--- config.mk ---
export PLATFORM = sky130hd
export DESIGN_NAME = smb_host_ctl
export DESIGN_NICKNAME = d
export VERILOG_FILES = /design/src/rtl/smb_host_ctl.sv
export SDC_FILE = /design/constraint.sdc
export NUM_CORES = 1
export LEC_CHECK = 0
export BUFFER_PORTS_ARGS = -buffer_cell sky130_fd_sc_hd__buf_4
export CORE_MARGIN = 4
export CORE_UTILIZATION = 40
export DETAILED_ROUTE_END_ITERATION = 8
export SLEW_MARGIN = 5
export SYNTH_ARGS = -nofsm -noshare
export SYNTH_HDL_FRONTEND = slang
export SYNTH_SLANG_ARGS = --single-unit
--- constraint.sdc ---
create_clock -name clk -period 2.65 [get_ports clk]
set_clock_uncertainty 0.1 [all_clocks]
set_input_delay 0.265 -clock clk [delete_from_list [all_inputs] [get_ports clk]]
set_output_delay 0.265 -clock clk [all_outputs]
set_load 0.02 [all_outputs]
--- src/rtl/smb_host_ctl.sv ---
module smb_host_ctl #(
  parameter int QTR_CYC = 25
) (
  input  logic       clk,
  input  logic       rst_n,
  input  logic [3:0] reg_addr,
  input  logic       reg_wr,
  input  logic [7:0] reg_wdata,
  output logic [7:0] reg_rdata,
  output logic       scl_low,
  output logic       sda_low,
  input  logic       sda_in
);

  localparam int DW = (QTR_CYC > 1) ? $clog2(QTR_CYC) : 1;
  localparam logic [1:0] OP_RS = 2'd0, OP_TX = 2'd1, OP_RX = 2'd2, OP_END = 2'd3;

  typedef enum logic [1:0] {ST_IDLE, ST_START, ST_BIT, ST_STOP} st_t;

  st_t        st;
  logic [1:0] qtr;
  logic [DW-1:0] div_cnt;
  logic [3:0] bit_n;
  logic [2:0] step;
  logic [7:0] tx_sh, rx_sh;
  logic       rx_mode, ack_n, txn_err;
  logic [1:0] rx_arg;
  logic [2:0] cmd3;
  logic       pec, kill;
  logic [7:0] adr, cmdr, d0, d1;
  logic       f_fail, f_bus, f_dev, f_done;

  function automatic logic [4:0] plan_item(input logic [1:0] kind, input logic rd, input logic [2:0] s);
    logic [4:0] it;
    it = {OP_END, 3'd0};
    case (kind)
      2'd0: if (s == 3'd1) it = {OP_TX, 3'd0};
      2'd1: case (s)
              3'd1: it = {OP_TX, 3'd0};
              3'd2: it = rd ? {OP_RX, 3'd0} : {OP_TX, 3'd3};
              default: it = {OP_END, 3'd0};
            endcase
      2'd2: case (s)
              3'd1: it = {OP_TX, 3'd1};
              3'd2: it = {OP_TX, 3'd3};
              3'd3: it = rd ? {OP_RS, 3'd0} : {OP_TX, 3'd4};
              3'd4: it = rd ? {OP_TX, 3'd2} : {OP_END, 3'd0};
              3'd5: it = {OP_RX, 3'd0};
              default: it = {OP_END, 3'd0};
            endcase
      default: case (s)
              3'd1: it = {OP_TX, 3'd1};
              3'd2: it = {OP_TX, 3'd3};
              3'd3: it = rd ? {OP_RS, 3'd0} : {OP_TX, 3'd4};
              3'd4: it = rd ? {OP_TX, 3'd2} : {OP_TX, 3'd5};
              3'd5: it = rd ? {OP_RX, 3'd1} : {OP_END, 3'd0};
              3'd6: it = {OP_RX, 3'd2};
              default: it = {OP_END, 3'd0};
            endcase
    endcase
    return it;
  endfunction

  logic [4:0] nxt;
  logic [7:0] tx_pick;
  assign nxt = plan_item(cmd3[1:0], adr[0], 3'(step + 3'd1));

  always_comb begin
    case (nxt[2:0])
      3'd0:    tx_pick = adr;
      3'd1:    tx_pick = {adr[7:1], 1'b0};
      3'd2:    tx_pick = {adr[7:1], 1'b1};
      3'd3:    tx_pick = cmdr;
      3'd4:    tx_pick = d0;
      default: tx_pick = d1;
    endcase
  end

  logic busy, tick, qend, wr_sts, wr_ctl, start_req, go, bad, do_kill;
  logic arb_lost, byte_end, nack_end, rx_store, stop_end, disp;

  assign busy      = (st != ST_IDLE);
  assign tick      = busy && (div_cnt == DW'(QTR_CYC - 1));
  assign qend      = tick && (qtr == 2'd3);
  assign wr_sts    = reg_wr && (reg_addr == 4'd0);
  assign wr_ctl    = reg_wr && (reg_addr == 4'd2);
  assign start_req = wr_ctl && reg_wdata[6] && !reg_wdata[1] && !busy;
  assign go        = start_req && !reg_wdata[4];
  assign bad       = start_req && reg_wdata[4];
  assign do_kill   = kill && busy;
  assign arb_lost  = tick && (st == ST_BIT) && !rx_mode && (bit_n != 4'd8) && (qtr == 2'd2)
                     && tx_sh[7] && !sda_in && !do_kill;
  assign byte_end  = qend && (st == ST_BIT) && (bit_n == 4'd8);
  assign nack_end  = byte_end && !rx_mode && ack_n && !do_kill;
  assign rx_store  = byte_end && rx_mode && !do_kill;
  assign stop_end  = qend && (st == ST_STOP) && !do_kill;
  assign disp      = qend && ((st == ST_START) || (byte_end && !(!rx_mode && ack_n)));

  always_ff @(posedge clk) begin
    if (!rst_n || !busy || tick) div_cnt <= '0;
    else                         div_cnt <= div_cnt + 1'b1;
  end

  always_ff @(posedge clk) begin
    if (!rst_n) begin
      st <= ST_IDLE; qtr <= '0; step <= '0; bit_n <= '0;
      tx_sh <= '0; rx_sh <= '0; rx_mode <= 1'b0; rx_arg <= '0;
      ack_n <= 1'b0; txn_err <= 1'b0;
    end else if (do_kill) begin
      st <= ST_IDLE;
    end else if (go) begin
      st <= ST_START; qtr <= '0; step <= '0; txn_err <= 1'b0;
    end else if (arb_lost) begin
      st <= ST_IDLE;
    end else if (tick) begin
      qtr <= qtr + 2'd1;
      if (st == ST_BIT && qtr == 2'd2) begin
        if (bit_n != 4'd8) rx_sh <= {rx_sh[6:0], sda_in};
        else               ack_n <= sda_in;
      end
      if (st == ST_BIT && qtr == 2'd3 && bit_n != 4'd8) begin
        bit_n <= bit_n + 4'd1;
        tx_sh <= {tx_sh[6:0], 1'b0};
      end
      if (nack_end) begin
        st <= ST_STOP; txn_err <= 1'b1;
      end else if (disp) begin
        step <= 3'(step + 3'd1);
        bit_n <= '0;
        case (nxt[4:3])
          OP_RS:   st <= ST_START;
          OP_TX:   begin st <= ST_BIT; rx_mode <= 1'b0; tx_sh <= tx_pick; end
          OP_RX:   begin st <= ST_BIT; rx_mode <= 1'b1; rx_arg <= nxt[1:0]; end
          default: st <= ST_STOP;
        endcase
      end else if (stop_end) begin
        st <= ST_IDLE;
      end
    end
  end

  always_ff @(posedge clk) begin
    if (!rst_n) begin
      cmd3 <= '0; pec <= 1'b0; kill <= 1'b0; adr <= '0; cmdr <= '0; d0 <= '0; d1 <= '0;
      f_fail <= 1'b0; f_bus <= 1'b0; f_dev <= 1'b0; f_done <= 1'b0;
    end else begin
      f_fail <= (do_kill || bad)              || (f_fail && !(wr_sts && reg_wdata[4]));
      f_bus  <= arb_lost                      || (f_bus  && !(wr_sts && reg_wdata[3]));
      f_dev  <= nack_end                      || (f_dev  && !(wr_sts && reg_wdata[2]));
      f_done <= (stop_end && !txn_err)        || (f_done && !(wr_sts && reg_wdata[1]));
      if (wr_ctl) begin
        kill <= reg_wdata[1];
        if (!busy) begin cmd3 <= reg_wdata[4:2]; pec <= reg_wdata[7]; end
      end
      if (reg_wr && reg_addr == 4'd3) cmdr <= reg_wdata;
      if (reg_wr && reg_addr == 4'd4) adr  <= reg_wdata;
      if (rx_store && rx_arg != 2'd2)  d0 <= rx_sh;
      else if (reg_wr && reg_addr == 4'd5) d0 <= reg_wdata;
      if (rx_store && rx_arg == 2'd2)  d1 <= rx_sh;
      else if (reg_wr && reg_addr == 4'd6) d1 <= reg_wdata;
    end
  end

  always_comb begin
    case (reg_addr)
      4'd0:    reg_rdata = {3'b000, f_fail, f_bus, f_dev, f_done, busy};
      4'd2:    reg_rdata = {pec, 2'b00, cmd3, kill, 1'b0};
      4'd3:    reg_rdata = cmdr;
      4'd4:    reg_rdata = adr;
      4'd5:    reg_rdata = d0;
      4'd6:    reg_rdata = d1;
      default: reg_rdata = 8'h00;
    endcase
  end

  logic dv;
  assign dv = rx_mode ? ((bit_n == 4'd8) ? (rx_arg != 2'd1) : 1'b1)
                      : ((bit_n == 4'd8) ? 1'b1 : tx_sh[7]);

  always_comb begin
    case (st)
      ST_START: begin scl_low = (qtr == 2'd0) || (qtr == 2'd3); sda_low = qtr[1]; end
      ST_BIT:   begin scl_low = !qtr[1];       sda_low = !dv;    end
      ST_STOP:  begin scl_low = (qtr == 2'd0); sda_low = !qtr[1]; end
      default:  begin scl_low = 1'b0;          sda_low = 1'b0;   end
    endcase
  end

  assert_busy_after_start_R13: assert property (@(posedge clk) disable iff (!rst_n)
    go |=> (st == ST_START));
  assert_kill_aborts_R8: assert property (@(posedge clk) disable iff (!rst_n)
    do_kill |=> (!busy && f_fail));
  assert_zero_keeps_flag_R10: assert property (@(posedge clk) disable iff (!rst_n)
    (wr_sts && !reg_wdata[2] && f_dev) |=> f_dev);
  assert_nack_goes_stop_R6: assert property (@(posedge clk) disable iff (!rst_n)
    $rose(f_dev) |-> (st == ST_STOP));
  assert_arb_releases_R7: assert property (@(posedge clk) disable iff (!rst_n)
    $rose(f_bus) |-> (!busy && !scl_low && !sda_low));
  assert_code_locked_R9: assert property (@(posedge clk) disable iff (!rst_n)
    (busy && wr_ctl) |=> $stable(cmd3));

endmodule

**Word level (Yosys, flattened, before mapping)**

Index checks and enable logic that the tools add are counted.

- Reduce and logical (&&, ||, !) cells: 100
- Bitwise operators: 7
- Equal/unequal tests: 32
- Add/sub/neg operators: 4
- Mux-type cells: 48

Operator list:

| kind | count |
|---|---|
| 8-bit two-way mux | 8 |
| 8-bit case mux with 6 select lines | 1 |
| 1-bit logical AND | 47 |
| 8-bit case mux with 5 select lines | 1 |
| 5-bit case mux with 6 select lines | 1 |
| 5-bit case mux with 5 select lines | 1 |
| 4-bit two-way mux | 5 |
| 3-bit two-way mux | 6 |
| 1-bit zero test | 15 |
| 5-bit two-way mux | 3 |
| 5-bit case mux with 3 select lines | 1 |
| 2-bit == test, second input constant | 7 |
| 7-bit AND reduction | 2 |
| 2-bit nonzero test | 7 |
| 3-bit by 2-bit == test with 1-bit output, second input constant | 4 |
| 3-bit == test, second input constant | 4 |
| 4-bit by 3-bit == test with 1-bit output, second input constant | 3 |
| 2-bit two-way mux | 6 |
| 6-bit AND reduction | 2 |
| 1-bit two-way mux | 10 |
| 5-bit case mux with 2 select lines | 1 |
| 1-bit logical OR | 9 |
| 4-bit by 2-bit == test with 1-bit output, second input constant | 2 |
| 4-bit AND reduction | 2 |
| other kinds (25) | 43 |

- Flip-flop bits (word level): 78
- Output and inout bits: 10
- Word-level logic and storage cells: 214

**Logic depth before layout (Yosys ltp)**

- Word-level depth: 13
- Depth in mapped cells: 13

**Worst setup path before layout**

Ideal clock, no wire load.

- Kind: register to register
- Start: reg step[1]
- End: reg tx_sh[2]
- Library setup time: 0.117 ns
- Slack: 0.062 ns
- Clock period less this slack: 2.588 ns
- Path buffers: 1
- Cell stages (with the launch flop): 13
- Data arrival time: 2.372 ns
- Cell sequence: dfxtp_1 > ha_1 > xor2_2 > buf_6 > nand3_4 > o221ai_1 > and2_1 > o21a_1 > ha_1 > nor3b_1 > o21a_1 > o21ai_0 > a22o_1

- Cells in the longest elaborated chain, start to end: 9

Ends and longest elaborated chain:

| item | RTL line | RTL |
|---|---|---|
| from (decl) | 24 | `logic [2:0] step;` |
| from (signal assigned) | 128 | `step <= 3'(step + 3'd1);` |
| 3-bit by 1-bit adder with 3-bit output (*) | 66 | `assign nxt = plan_item(cmd3[1:0], adr[0], 3'(step + 3'd1));` |
| 3-bit == test, or another cell as far along | 51 | `default: case (s)` |
| 5-bit case mux with 6 select lines, or another cell as far along | 51 |  |
| 5-bit case mux with 3 select lines (*) | 36 | `case (kind)` |
| 3-bit == test, or another cell as far along | 69 | `case (nxt[2:0])` |
| 8-bit case mux with 5 select lines | 69 |  |
| 8-bit two-way mux (*) | 130 | `case (nxt[4:3])` |
| 8-bit two-way mux (*) | 127 | `end else if (disp) begin` |
| 8-bit two-way mux (*) | 125 | `if (nack_end) begin` |
| to (signal assigned) | 123 | `tx_sh <= {tx_sh[6:0], 1'b0};` |
| to (decl) | 25 | `logic [7:0] tx_sh, rx_sh;` |

Every way passes the cells marked *; elsewhere a longest branch is shown, timed or not.
A chain may end at the register's enable or synchronous reset.

**Worst setup path in the final report**

- Start: reg step[0]
- End: reg tx_sh[7]

The elaborated chain is that of the path after synthesis.

==> results <==
- The number of hold-slack violations in the final timing report is 0.
- The number of routed nets with antenna violations is 0.
- The register area share after synthesis is 33.84%.
- The die is 115.4 um wide.
- The critical path is of the reg -> reg type.
- After the flow finishes, the layout carries non-filler instances totaling 735.
- The most common cell type on the critical path is buf_4.
- After detailed routing, the average wire length per cell comes to 17.48 um.
- The top cell type by area accounts for 33.84% of the synthesized area.
- The number of nets in the finished design is 621.
- Leaving out fill and tap cells, the most frequent cell in the layout is dfxtp_1.
- The total number of yosys warnings is 0.
- Power spread over the standard cell area amounts to 464.4 mW/mm2.
- At the pin with the least slew margin, the transition time is 725.4 ps.
- Summing over every cut layer, the via total after detailed routing is 4291.
- The cell type contributing the most total cell area after synthesis is dfxtp_1.
- The synthesized netlist devotes 4.067% of its cell area to adder and majority cells.
- In this run, the number of DRC markers left after iteration 0 of detailed routing was 361.
- IR analysis of the VDD net gives a maximum drop of 0.3232 mV.
- The worst hold margin is 131.1 ps.
- The post-synthesis share of cell area spent on xor and xnor gates is 2.251%.
- The analysis attributes to cell leakage a power of 2.401 nW.
- Broken down by cell family, the worst path's largest delay share belongs to compound AO/OA/AOI/OAI gates.
- The worst endpoint required time is 2790 ps.
- The count of buffers added on input and output ports is 25.
- The compound-cell area share of the yosys netlist is 19.66%.
- Of the post-synthesis cell area, the part taken by muxes is 7.294%.
- The type of origin of the critical path is a register.
- After detailed routing, the total wire length is 12850 um.
- The floorplan step defined a die boundary enclosing 0.01332 mm2.
- The largest fanout on the critical path is 7.
- The synthesized design contains 0 enable-type register cells.
- The clock latency at the later pin of the worst-skew pair is 340 ps.
- From synthesis to final layout, the design area changed by 25.16%.
- 26 I/O pins were placed.
- The buffer levels on the longest clock path is 2.
- The repair_antennas step left the layout with diodes totalling 0.
- The number of different library cells used by synthesis comes to 66.
- TritonCTS built the clock tree.
- The switching power of the nets is 0.6179 mW.
- In the global route stage, overall resource usage came out at 19.40%.
- The final cycle utilization of the critical path is 98.85%.
- The root cell of the clock tree is clkbuf_16.
- The share of total power dissipated in sequential elements is 44.2%.
- Measured along the y axis, the die boundary spans 115.4 um.
- For this run, asynchronously set or reset flops after synthesis account for 0%.
- The number of global-route vias before repair is 3981.
- For the worst setup path, the data arrival time is 2760 ps.
- The via density per instance is 5.838.
- Clock-pin slew was measured on the worst setup and hold paths at 60 ps.
- The final critical delay including setup and external delays is 2619 ps.
- In this run the tightest slew margin relative to its limit is 51.35%.
- In this run, post-CTS hold repair placed 0 buffers.
- The length of the first detailed-routing pass in iterations is 5.
- The sum of internal, switching and leakage power is 2.682 mW.
- Entering global routing, the biggest net connects 39 pins.
- The share of synthesized cell area in and, or, nand and nor gates is 27.33%.
- Net switching is 23.04% of the power.
- The post-synthesis instance area is 0.004614 mm2.
- The worst setup path is captured at a register.
- Once placement completed, the tool counted placed cells totaling 716.
- The gate count after technology mapping is 541.
- The core region is 0.01108 mm2.
- Derived from the worst setup path, the maximum achievable clock frequency is 381.8 MHz.
- Setup violations remaining at the end of the flow were counted as 0.
- The average size of a mapped cell is 8.529 um2.
- The number of nets in the synthesized netlist is 572.
- The tool flagged a number of max-cap violations equal to 0.
- In this run the worst setup path begins at step[0].
- The internal power contribution is 2.064 mW.
- The clock network accounts for 50.9% of the total power.
- In this design, the stage delay of the slowest critical-path cell is 360 ps.
- The slowest cell on the critical path is dfxtp_4.
- The signal on the critical path passes through buf_4 -> ha_4 -> buf_4 -> nor3_2 -> o21ai_0 -> a31oi_1 -> o32a_1 -> ha_2 -> nor3b_4 -> o21a_4 -> o221ai_1 -> a221oi_1.
- The initial antenna violation count is 0.
- The floorplan has 38 rows.
- The worst min-delay path startpoint is reg_wdata[5].
- Setup repair after global routing could not meet its margin everywhere.
- The startpoint identified for the worst register-to-register timing path is step[0].
- The worst hold path class is in -> reg.
- The first-pass GRT wire length is 20490 um.
- At the end of routability-driven placement, the weighted congestion stood at 0.8690.
- The count of buffer and inverter cells on the critical path is 2.
- Ranked by total cell area, the synthesized netlist is headed by dfxtp_1, nand3_1, mux2i_1.
- For this design, the sink count on the clock tree is 78.
- In the final layout, the share of cells above drive strength 1 is 24.87%.
- The share of total power dissipated in combinational logic is 4.9%.
- The total CTS buffers is 9.
- Counting flops and latches in the post-synthesis netlist gives 78.
- In the layout the commonest cells are dfxtp_1, nand3_1, buf_4.
- Among all flip-flop cells after synthesis, the most frequent one is dfxtp_1.
- The initial core utilization is 41.65%.
- The main combinational cell family by area after synthesis is simple AND/OR/NAND/NOR gates.
- Global routing finished with a remaining overflow of 0.
- After detailed routing, the number of remaining DRC violations is 0.
- The count of pins over their slew limit is 0.
- The H-tree was split into 3 levels.
- The detailed placement HPWL is 9243 um.
- The flow ran to the end, and the final reports show no timing, DRC or antenna violations.
## sequential cells by signal (all words and copies together), names as in the netlist, 2 cells and up
signal   cells
adr          8
bit_n        4
cmd3         3
cmdr         8
d0           8
d1           8
div_cnt      5
qtr          2
rx_arg       2
rx_sh        8
st           2
step         3
tx_sh        8
## synth_stat cells (all sizes together), types with 6 or more instances
| master | number |
|---|---|
| buf | 12 |
| nor3 | 8 |
| nor2b | 19 |
| clkbuf | 21 |
| a22oi | 15 |
| o221ai | 7 |
| nand2b | 10 |
| nand2 | 68 |
| a221oi | 9 |
| a31oi | 6 |
| o21ai | 7 |
| xnor2 | 6 |
| mux2i | 31 |
| a21boi | 18 |
| dfxtp | 78 |
| nand3 | 75 |
| ha | 15 |
| inv | 17 |
| nor2 | 28 |
| o211a | 16 |
| a21oi | 9 |
## path summary, 6_finish.rpt
| kind | to | slack (ps) | cells after the start |
|---|---|---|---|
| setup reg to reg | tx_sh[7] | 30 | 12 |
| hold reg to reg | txn_err | 360 | 2 |
| hold / removal | adr[5] | 130 | 3 |
| setup / recovery | tx_sh[7] | 30 | 12 |
## area by class of cell
cell class | count | area, um2
Multi-Input combinational cell | 412 | 3077
Clock buffer | 9 | 225.2
Inverter | 17 | 63.81
Sequential cell | 78 | 1570
Timing Repair Buffer | 72 | 560.5
Fill cell | 1037 | 5303
Clock inverter | 7 | 103.9
Tap cell | 140 | 175.2
## worst reg2reg max path: cells and delay by family (launching register included)
kind,cells,cell delay [ps]
AO/OA/AOI/OAI,6,1020
adder cells (fa/ha/maj),2,380
AND/OR/NAND/NOR,2,380
buffers and inverters,2,290
flip-flops,1,360
## power by group through the flow
stage               clock [mW]  sequential (mW)  combinational [mW]
floorplan                    0             1.21              0.0761
CTS                       1.39             1.19               0.129
detailed placement           0             1.21               0.128
finish                    1.36             1.19               0.132
global route              1.43             1.19               0.141
global placement             0             1.21               0.128
## cell families (layout without fill, tap and decap cells)
group | count (synthesis) | in the layout
xor+xnor | 11 | 11
compound gates | 113 | 113
fa+ha+maj | 15 | 15
buf+inv | 51 | 105
simple gates | 240 | 240
mux | 33 | 33
flops | 78 | 78
## routing by layer
layer | up-vias | track usage [%] | wire, um
li1 | 2074 | - | -
met1 | 2042 | 27.09 | 6040
met2 | 150 | 30.79 | 5828
met3 | 25 | 3.158 | 738
met4 | 0 | 5.869 | 242
met5 | - | 0 | 0
## metrics by stage
| step | area, um2 | setup WS (ps) | setup TNS [ps] | util, % |
|---|---|---|---|---|
| 2_1_floorplan | 4614 | 61.51 | 0 | - |
| 3_3_place_gp | 5132 | -221.2 | -1444 | 46.33 |
| 3_5_place_dp | 5132 | -222.9 | -1871 | 46.33 |
| 4_1_cts | 5542 | -5.171 | -7.634 | 50.02 |
| 5_1_grt | 5776 | -100.7 | -677.0 | 52.13 |
| 6_report | 5776 | 30.56 | 0 | 52.13 |
## repair_timing
item                       4_1_cts  5_1_grt
pin swaps                        2       10
setup endpoints to repair       18        9
resized for setup               16       47
setup buffers                    1        1
hold endpoints to repair         0        0
gates cloned                     0        1
(Power assumes the default switching activity.)
